### src/rtl/bs_pkg.sv
package bs_pkg;
    // Default word width and minimum slip-request run length
    parameter int unsigned BS_WORD_W_DEF   = 16;
    parameter int unsigned BS_SYNC_MIN_DEF = 4;

    // Phase of the parallel clock, derived from the divider count
    typedef enum logic {PH_LOW = 1'b0, PH_HIGH = 1'b1} pclk_phase_e;
endpackage

### src/rtl/bs_sync_qual.sv
module bs_sync_qual #(
    parameter int unsigned MIN_HIGH = bs_pkg::BS_SYNC_MIN_DEF
) (
    input  logic clk,
    input  logic rst,
    input  logic sync_i,
    input  logic take_i,
    output logic pend_o
);
    localparam int unsigned RW = $clog2(MIN_HIGH + 1);

    typedef struct packed {
        logic [RW-1:0] run;
        logic          pend;
    } st_t;

    st_t st_d, st_q;
    logic qual;

    always_comb begin
        st_d = st_q;
        // The run saturates at MIN_HIGH, so MIN_HIGH-1 is passed once per high level
        qual = sync_i && (st_q.run == RW'(MIN_HIGH - 1));
        if (!sync_i) begin
            st_d.run = '0;
        end else if (st_q.run != RW'(MIN_HIGH)) begin
            st_d.run = st_q.run + 1'b1;
        end
        st_d.pend = (st_q.pend && !take_i) || qual;
    end

    always_ff @(posedge clk) begin
        if (rst) begin
            st_q <= '0;
        end else begin
            st_q <= st_d;
        end
    end

    assign pend_o = st_q.pend;
endmodule

### src/rtl/bs_divider.sv
module bs_divider #(
    parameter int unsigned W = bs_pkg::BS_WORD_W_DEF
) (
    input  logic clk,
    input  logic rst,
    input  logic pend_i,
    output logic take_o,
    output logic latch_o,
    output logic pclk_o
);
    import bs_pkg::*;

    localparam int unsigned CW   = $clog2(W);
    localparam int unsigned HALF = W / 2;
    localparam logic [CW-1:0] EDGE_AT = CW'(HALF - 1);
    localparam logic [CW-1:0] LAST    = CW'(W - 1);

    typedef struct packed {
        logic [CW-1:0] cnt;
        pclk_phase_e   ph;
    } st_t;

    st_t st_d, st_q;
    logic at_edge;

    always_comb begin
        st_d    = st_q;
        at_edge = (st_q.cnt == EDGE_AT);
        take_o  = at_edge && pend_i;
        latch_o = at_edge && !pend_i;
        if (!take_o) begin
            st_d.cnt = (st_q.cnt == LAST) ? '0 : st_q.cnt + 1'b1;
        end
        st_d.ph = (st_d.cnt >= CW'(HALF)) ? PH_HIGH : PH_LOW;
    end

    always_ff @(posedge clk) begin
        if (rst) begin
            st_q <= '{cnt: '0, ph: PH_LOW};
        end else begin
            st_q <= st_d;
        end
    end

    assign pclk_o = (st_q.ph == PH_HIGH);
endmodule

### src/rtl/bs_shifter.sv
module bs_shifter #(
    parameter int unsigned W = bs_pkg::BS_WORD_W_DEF
) (
    input  logic         clk,
    input  logic         rst,
    input  logic         sdi_i,
    input  logic         latch_i,
    output logic [W-1:0] word_o,
    output logic         vld_o
);
    typedef struct packed {
        logic [W-1:0] sr;
        logic [W-1:0] word;
        logic         vld;
    } st_t;

    st_t st_d, st_q;

    always_comb begin
        st_d     = st_q;
        st_d.sr  = {st_q.sr[W-2:0], sdi_i};
        st_d.vld = latch_i;
        if (latch_i) begin
            st_d.word = st_d.sr;
        end
    end

    always_ff @(posedge clk) begin
        if (rst) begin
            st_q <= '0;
        end else begin
            st_q <= st_d;
        end
    end

    assign word_o = st_q.word;
    assign vld_o  = st_q.vld;
endmodule

### src/rtl/bitslip_deser.sv
module bitslip_deser #(
    parameter int unsigned WORD_W   = bs_pkg::BS_WORD_W_DEF,
    parameter int unsigned SYNC_MIN = bs_pkg::BS_SYNC_MIN_DEF
) (
    input  logic              clk,
    input  logic              rst,
    input  logic              sdi,
    input  logic              sync,
    output logic [WORD_W-1:0] pdata,
    output logic              pclk,
    output logic              pvld
);
    logic pend;
    logic take;
    logic latch;

    bs_sync_qual #(.MIN_HIGH(SYNC_MIN)) u_qual (
        .clk    (clk),
        .rst    (rst),
        .sync_i (sync),
        .take_i (take),
        .pend_o (pend)
    );

    bs_divider #(.W(WORD_W)) u_div (
        .clk     (clk),
        .rst     (rst),
        .pend_i  (pend),
        .take_o  (take),
        .latch_o (latch),
        .pclk_o  (pclk)
    );

    bs_shifter #(.W(WORD_W)) u_shift (
        .clk     (clk),
        .rst     (rst),
        .sdi_i   (sdi),
        .latch_i (latch),
        .word_o  (pdata),
        .vld_o   (pvld)
    );
endmodule

### config.mk
export PLATFORM = sky130hd
export DESIGN_NAME = bitslip_deser
export DESIGN_NICKNAME = d
export VERILOG_FILES = /design/src/rtl/bs_pkg.sv /design/src/rtl/bs_sync_qual.sv /design/src/rtl/bs_divider.sv /design/src/rtl/bs_shifter.sv /design/src/rtl/bitslip_deser.sv
export SDC_FILE = /design/constraint.sdc
export NUM_CORES = 1
export LEC_CHECK = 0
export BUFFER_PORTS_ARGS = -buffer_cell sky130_fd_sc_hd__buf_2
export CAP_MARGIN = 20
export CORE_ASPECT_RATIO = 0.6
export CORE_MARGIN = 3
export CORE_UTILIZATION = 45
export CTS_BUF_LIST = sky130_fd_sc_hd__clkbuf_8 sky130_fd_sc_hd__clkbuf_16
export DETAILED_ROUTE_END_ITERATION = 10
export PLACE_DENSITY = 0.75
export SYNTH_ARGS = -nofsm -noshare
export SYNTH_HDL_FRONTEND = slang
export SYNTH_SLANG_ARGS = --single-unit
### constraint.sdc
create_clock -name clk -period 1.79 [get_ports clk]
set_clock_uncertainty 0.1 [all_clocks]
set_input_delay 0.179 -clock clk [delete_from_list [all_inputs] [get_ports clk]]
set_output_delay 0.179 -clock clk [all_outputs]
set_load 0.005 [all_outputs]
==> out/results.txt, run 1 <==
status: completed
DIE HEIGHT: 50.0 um
Hold Violations, Final: 0
largest net degree at the start of global routing: 27
Post-synth EDFFs: 0
P_int: 1.37 mW
Crit path required time: 1.92 ns
Rows: 15
clock latency at the later pin of the worst-skew pair: 0.29 ns
CP Launch Type: register
Mapped Nets: 157
critical path class: register to register
# hold bufs at CTS: 0
initial antenna violation count: 0
sw frac: 22.4%
grt met3 use: 5.47%
Critical R2R Capture: u_shift.word_o[10]
final hold slack: 0.0222 ns
Critical Path Sink: u_shift.word_o[10]
CP Cell Sequence: ha_1 -> and4bb_1 -> buf_4 -> nand2_1 -> a21oi_2
first-pass GRT wire length: 4330 um
Synth Flop Type: dfxtp_1
CTS-repair resized insts: 0
First-pass DRT Iterations: 4
DR vias: 1023
Commonest cells post-synth: 40 x dfxtp_1, 34 x nand2_1, 15 x nor2b_1
Mean Syn Cell Area: 9.72 um2
Clk pwr share: 41.8%
critical path's slowest cell: dfxtp_1
Global Route Usage Sum: 14.3%
share of layout cells above drive strength 1: 26.4%
gr busiest metal: met2
clk slew on worst S/H paths: 0.08 ns
CTS sink cnt: 40
VDD IR max: 488 uV
GPL Wtd Cong: 0.757
total of max-cap violations: 0
met1 Track Usage GR: 17.5%
Slew @ Worst Pin: 0.490 ns
CTS tree: done
Die ar.: 0.00396 mm2
Hold Path Class: primary input to register
FF+latch area: 801 um2
Layout area overhead: 16.4%
Via density: 4.74
Starting Density: 48.9%
power share of the sequential group: 53.0%
unrepaired setup endpoints after global routing: no
I/O pins: 22
Final #Nets: 181
Logic pwr share: 5.1%
Port-buffer cells: 21
sequential share of the synthesized area: 55.3%
drt total wl: 2490 um
#FFs+latches synth: 40
Reg2Reg Setup Slack: 0.23 ns
drt drc: 0
FF-to-FF path depth: 5
total CTS buffers: 5
CP peak stage delay: 0.42 ns
leak pwr: 0.673 nW
CP Capture Type: register
vias in the first global route: 998
global route overflow: 0
Synth area leader: dfxtp_1
root buffer cell: clkbuf_8
CP max FO: 16
Post-CTS Setup Inserts: 0
most frequent cell after synthesis: dfxtp_1
Routed Antenna Nets: 0
Cell Pwr Density: 1050 mW/mm2
clock tree buffer depth: 2
most area-consuming cells after synthesis: dfxtp_1 55%, nand2_1 8.8%, nor2b_1 6.5%
initial DRC count: 43
drt wl/cell: 11.5 um
CP arrival: 1.69 ns
TNS Setup: 0 ns
Max Clk Rate: 0.639 GHz
final setup vio count: 0
ANT cells: 0
Gate Count Post-Synth: 149
CTS H-tree depth: 2
GR Layer Usage met2: 21.8%
fin crit period: 1.56 ns
Synth Cell Area: 0.00145 mm2
Final Max Slew Viols: 0
crit share post-route: 87.4%
die width: 79.3 um
HPWL after DPL: 1710 um
Warnings, synthesis: 0
Pwr Total: 1.76 mW
total net switching power: 395 uW
synth unique cells: 28
Slew headroom: 67.4%
core area: 0.00297 mm2
Multi-input gate area: 568 um2
post-synth top area share: 55.3%
ys async rst share: 0%
fill count: 280
sequential cells by signal, indices dropped and copies added (netlist names), named ones only:
| name | cells |
|---|---|
| u_qual.st_q | 3 |
| u_qual.pend_o | 1 |
| u_shift.vld_o | 1 |
| u_shift.word_o | 16 |
| u_shift.st_d | 15 |
worst max-delay path, delay by kind of cell, from the launching register on:
family,cells,cell delay (ns)
simple gates,2,0.32
buf+inv,1,0.22
flops,1,0.42
compound gates,1,0.12
fa+ha+maj,1,0.32
worst min-delay path by stage:
stage	startpoint	end	slack, ns	cells past startpoint
3_3_place_gp	sdi	u_shift.st_d[18]	0.31	2
6_report	sdi	u_shift.st_d[18]	0.02	2
2_1_floorplan	sdi	u_shift.st_d[18]	0.21	1
3_5_place_dp	sdi	u_shift.st_d[18]	0.33	2
5_1_grt	sdi	u_shift.st_d[18]	0.04	2
4_1_cts	sdi	u_shift.word_o[0]	0.01	3
per-layer routing:
layer,routed length (um),share of wire (%)
met3,163,6.6
met1,1180,48
met4,25,1.0
met2,1110,45
met5,0,0
placed cells by master, fill, tap and decap left out, drive strengths merged:
cell / instances
nor2b: 15
nand4b: 1
and4bb: 1
o21ai: 2
dfxtp: 40
inv: 5
xnor2: 1
bufinv: 1
mux2i: 1
nand4bb: 1
a41oi: 1
a22o: 1
nand2: 37
clkinvlp: 1
nand4: 1
a311oi: 1
clkbuf: 5
a21oi: 20
nor3: 1
ha: 4
nand2b: 1
a21o: 1
nand3: 1
nor2: 6
buf: 25
area by class of cell:
class                      instances  area share [%]
sequential                        40            47.5
clock buffer                       5            4.08
inverter                           4           0.890
clock inverter                     3            2.74
timing repair buffer              25            8.01
multi-input combinational         97            33.7
tap                               42            3.12
power by group through the flow:
stage / Clock [mW] / Combinational (mW) / Sequential [mW]
global placement: 0 / 0.0861 / 0.953
detailed placement: 0 / 0.0917 / 0.956
finish: 0.738 / 0.0908 / 0.935
floorplan: 0 / 0.0741 / 0.950
global route: 0.800 / 0.105 / 0.940
CTS: 0.760 / 0.0924 / 0.935
cell families after synthesis:
kind of cell	Yosys count	synth area share (%)
simple gates	65	21.9
compound gates	26	12.5
buf+inv	12	5.53
mux	1	0.691
xor+xnor	1	0.605
fa+ha+maj	4	3.45
flops	40	55.3
per-stage QoR:
step	std cells	area (um2)	utilization (%)	setup slack [ns]
after floorplan	149	1450	-	0.376
after global placement	208	1570	53.0	0.335
after detailed placement	208	1570	53.0	0.251
after CTS	216	1690	56.9	0.235
after global routing	216	1690	56.9	0.0817
final	216	1690	56.9	0.226
No activity file was read; power rests on OpenSTA's default activity.
==> run 2, diff against run 1 <==
--- a/config.mk
+++ b/config.mk
@@ -7,2 +7,3 @@
 export LEC_CHECK = 0
+export ABC_AREA = 1
 export BUFFER_PORTS_ARGS = -buffer_cell sky130_fd_sc_hd__buf_2
==> constraint.sdc (replaced) <==
create_clock -name clk -period 1.79 [get_ports clk]
set_clock_uncertainty 0.1 [all_clocks]
set_input_delay 0.2685 -clock clk [delete_from_list [all_inputs] [get_ports clk]]
set_output_delay 0.2685 -clock clk [all_outputs]
set_load 0.005 [all_outputs]
==> out/results.txt, run 2 <==
Mean Syn Cell Area: 8.32 um2
CTS H-tree depth: 2
WHS Endpoint: u_shift.st_d[18]
Crit path required time: 1.91 ns
clk slew on worst S/H paths: 0.08 ns
ys async rst share: 0%
crit share post-route: 79.4%
most common cell after layout, fill and taps aside: dfxtp_1
initial antenna violation count: 0
Max Clk Rate: 0.704 GHz
ANT cells: 0
DR vias: 1103
die width: 79.4 um
CTS sink cnt: 40
VDD IR max: 634 uV
CP Capture Type: register
Post-synth EDFFs: 0
Starting Density: 48.8%
Hold Violations, Final: 0
#FFs+latches synth: 40
CP arrival: 1.54 ns
Synth area leader: dfxtp_1
Commonest cells post-synth: 40 x dfxtp_1, 28 x nand2_1, 26 x inv_1
final hold slack: 0.0941 ns
global route overflow: 0
max reg flops: 16
Synth Cell Area: 0.00146 mm2
drt total wl: 2440 um
Slew @ Worst Pin: 0.326 ns
clock latency at the later pin of the worst-skew pair: 0.28 ns
CTS tree: done
first-pass GRT wire length: 4250 um
total CTS buffers: 5
largest net degree at the start of global routing: 20
Non-Filler Instances: 242
Final #Nets: 207
initial DRC count: 54
vias in the first global route: 954
Warnings, synthesis: 0
CP max FO: 17
most area-consuming cells after synthesis: dfxtp_1 55%, nand2_1 7.2%, nand3_1 7.2%
Gate Count Post-Synth: 175
I/O pins: 22
Synth Flop Type: dfxtp_1
clock tree buffer depth: 2
FF+latch area: 801 um2
share of layout cells above drive strength 1: 18.5%
total of max-cap violations: 0
HPWL after DPL: 1710 um
placed insts: 234
fin util: 56.9%
drt drc: 0
Final Max Slew Viols: 0
Reg2Reg Setup Slack: 0.37 ns
fin crit period: 1.42 ns
synth unique cells: 19
GPL Wtd Cong: 0.715
hold depth: 3
Cell Pwr Density: 994 mW/mm2
Port-buffer cells: 21
FF-to-FF path depth: 6
root buffer cell: clkbuf_8
Routed Antenna Nets: 0
post-synth top area share: 55.0%
worst slack at placement: 0.395 ns
most frequent cells in the layout: 40 x dfxtp_1, 28 x nand2_1, 26 x inv_1
CP Launch Type: register
Hold Crit Start: sdi
final setup vio count: 0
leak pwr: 0.726 nW
Hold Path Class: primary input to register
CTS-repair resized insts: 0
TNS Setup: 0 ns
core area: 0.00298 mm2
unrepaired setup endpoints after global routing: no
Mapped Nets: 183
status: completed
drt wl/cell: 10.1 um
final worst slack: 0.369 ns
fill count: 276
Layout area overhead: 16.6%
DIE HEIGHT: 50.0 um
Via density: 4.56
First-pass DRT Iterations: 4
sequential share of the synthesized area: 55.0%
Slew headroom: 78.2%
Post-CTS Setup Inserts: 0
critical path class: register to register
most frequent cell after synthesis: dfxtp_1
Global Route Usage Sum: 14.0%
# hold bufs at CTS: 0
Die ar.: 0.00397 mm2
Multi-input gate area: 502 um2
Rows: 15
Critical R2R Capture: u_shift.word_o[4]
-- run 2: changes by cell type in the layout (fill, tap and decap cells not counted), moves of 2 or more --
cell      change
clkinv_2      +2
nand2_2       -2
nand3_1      +20
nor2_1       +14
inv_1        +22
nor2b_1      -15
nand2_1       -6
a21oi_1       +9
a21oi_2       -9
-- run 2: power by group --
group          switching (mW)  leakage (nW)  internal, mW
sequential            0.00986         0.324         0.901
clock                   0.309        0.0541         0.412
combinational          0.0352         0.348        0.0195
-- run 2: worst max-delay path: stages (launching register included) --
cell and delay, ns:
dfxtp_1 0.33, ha_1 0.25, nand2_2 0.11, clkinv_2 0.14, nand2_4 0.20, nand2_1 0.09
a21oi_1 0.13
-- run 2: logic make-up after synthesis --
group,after synthesis,share of synthesized area [%]
DFF,40,55.0
xor gates and xnor gates,2,1.20
and+or+nand+nor,73,22.0
AOI/OAI and AO/OA,22,7.82
buffers and inverters,34,10.5
adders and majority gates,4,3.44
-- run 2: layout make-up --
type	instances	share of cell area, %
clock buffers	5	4.06
clock inverters	3	2.51
inverters	27	6.05
multi-input cells	101	29.6
flip-flops and latches	40	47.2
well taps	42	3.10
repair buffers	24	7.52
-- run 2: through the flow --
| step | cell area, um2 | total power [mW] |
|---|---|---|
| floorplan | 1460 | 0.973 |
| global placement | 1590 | 0.987 |
| detailed placement | 1590 | 0.987 |
| CTS | 1700 | 1.70 |
| global route | 1700 | 1.75 |
| finish | 1700 | 1.69 |
-- run 2: per-layer routing --
metal  global-route usage, %  wire, um
met5                       0         0
met4                    6.00        34
met3                    5.47       143
met2                    18.3       958
met1                    19.9      1310
-- run 2: worst max-delay path by stage --
| stage | slack, ns | to | cells past startpoint |
|---|---|---|---|
| after floorplan | 0.49 | u_shift.word_o[14] | 7 |
| after global placement | 0.43 | u_shift.word_o[14] | 6 |
| after detailed placement | 0.39 | u_shift.word_o[4] | 6 |
| after CTS | 0.36 | u_shift.word_o[4] | 6 |
| after global routing | 0.22 | u_shift.word_o[11] | 6 |
| final | 0.37 | u_shift.word_o[4] | 6 |
==> run 3, diff against run 2 <==
Settings changed: PLACE_DENSITY 0.75 to 0.78.
Clock period 1.79 ns to 1.3 ns, I/O delays scaled along.
==> out/results.txt, run 3 (same netlist as run 2, synthesis figures left out) <==
root buffer cell: clkbuf_8
fin crit period: 1.23 ns
buffers plus inverters on the worst setup path: 1
CP Capture Type: output pin
initial DRC count: 56
vias in the first global route: 978
CP max FO: 6
Cell Pwr Density: 1200 mW/mm2
unrepaired setup endpoints after global routing: no
Rows: 15
I/O pins: 22
clock tree buffer depth: 2
critical path's slowest cell: dfxtp_1
Layout area overhead: 25.3%
share of layout cells above drive strength 1: 23.7%
crit share post-route: 95.0%
final setup vio count: 0
placed insts: 237
# hold bufs at CTS: 0
clk slew on worst S/H paths: 0.08 ns
CP Cell Sequence: buf_2
critical path class: register to output pin
Final #Nets: 218
total CTS buffers: 5
CTS sink cnt: 40
status: completed
Multi-input gate area: 539 um2
Starting Density: 48.8%
Via density: 4.53
First-pass DRT Iterations: 4
Critical R2R Capture: u_shift.word_o[14]
TNS Setup: 0 ns
ANT cells: 0
Pwr Total: 2.19 mW
first-pass GRT wire length: 4360 um
Slew @ Worst Pin: 0.276 ns
initial antenna violation count: 0
final worst slack: 0.0653 ns
Crit path required time: 1.00 ns
fill count: 249
drt wl/cell: 11.3 um
Max Clk Rate: 0.810 GHz
Die ar.: 0.00397 mm2
most common cell after layout, fill and taps aside: dfxtp_1
Global Route Usage Sum: 14.6%
hold depth: 3
CTS tree: done
Slew headroom: 81.6%
CP arrival: 0.94 ns
Routed Antenna Nets: 0
CP peak stage delay: 0.48 ns
FF+latch area: 803 um2
DIE HEIGHT: 50.0 um
WHS Endpoint: u_shift.st_d[18]
CP Launch Type: register
Reg2Reg Setup Slack: 0.10 ns
GPL Wtd Cong: 0.899
worst slack at placement: -0.00990 ns
Final Max Slew Viols: 0
VDD IR max: 611 uV
FF-to-FF path depth: 6
drt total wl: 2850 um
total of max-cap violations: 0
leak pwr: 0.795 nW
Hold Violations, Final: 0
most frequent cells in the layout: 38 x dfxtp_1, 28 x nand2_1, 27 x inv_1
fin util: 61.1%
die width: 79.4 um
Hold Path Class: primary input to register
DR vias: 1145
drt drc: 0
placed inst area: 0.00164 mm2
post-route cell area: 0.00182 mm2
CTS H-tree depth: 2
Non-Filler Instances: 253
clock latency at the later pin of the worst-skew pair: 0.29 ns
Port-buffer cells: 21
delay-heaviest family, CP: flip-flops
final hold slack: 0.0287 ns
largest net degree at the start of global routing: 34
core area: 0.00298 mm2
Hold Crit Start: sdi
HPWL after DPL: 1800 um
max reg flops: 16
global route overflow: 0
[run 3: metal layers]
layer | up-vias | part of all wire [%] | global-route usage [%]
met5 | - | 0 | 0
met3 | 4 | 4.4 | 5.47
li1 | 613 | - | -
met2 | 22 | 42 | 20.9
met4 | 0 | 1.5 | 7.71
met1 | 506 | 52 | 19.1
[run 3: cell type report]
type	count	share of cell area [%]
flip-flops and latches	40	44.1
multi-input cells	102	29.6
repair buffers	33	12.1
inverters	27	5.97
clock buffers	6	4.53
well taps	42	2.88
clock inverters	2	0.618
repair inverters	1	0.275
[run 3: worst max-delay path by stage]
stage	from	end	slack [ns]	cells past startpoint
2_1_floorplan	register	u_shift.word_o[14]	0.02	7
3_3_place_gp	register	u_shift.word_o[1]	0.03	6
3_5_place_dp	register	u_shift.word_o[10]	-0.01	6
4_1_cts	register	u_shift.word_o[14]	0.01	6
5_1_grt	register	u_shift.word_o[14]	0.004	6
6_report	register	pclk	0.07	1
[run 3: what timing repair did]
action                                  CTS  global route
resized for setup                         1             6
cloned                                    0             2
buffers inserted                          0             6
pin swaps                                 0             2
endpoints found under the setup margin   14            18
[run 3: report_power, final]
part | leakage, nW | internal (mW) | switching [mW]
Combinational | 0.422 | 0.0426 | 0.0560
Sequential | 0.324 | 1.24 | 0.0157
Clock | 0.0486 | 0.423 | 0.410
Total | 0.795 | 1.71 | 0.482
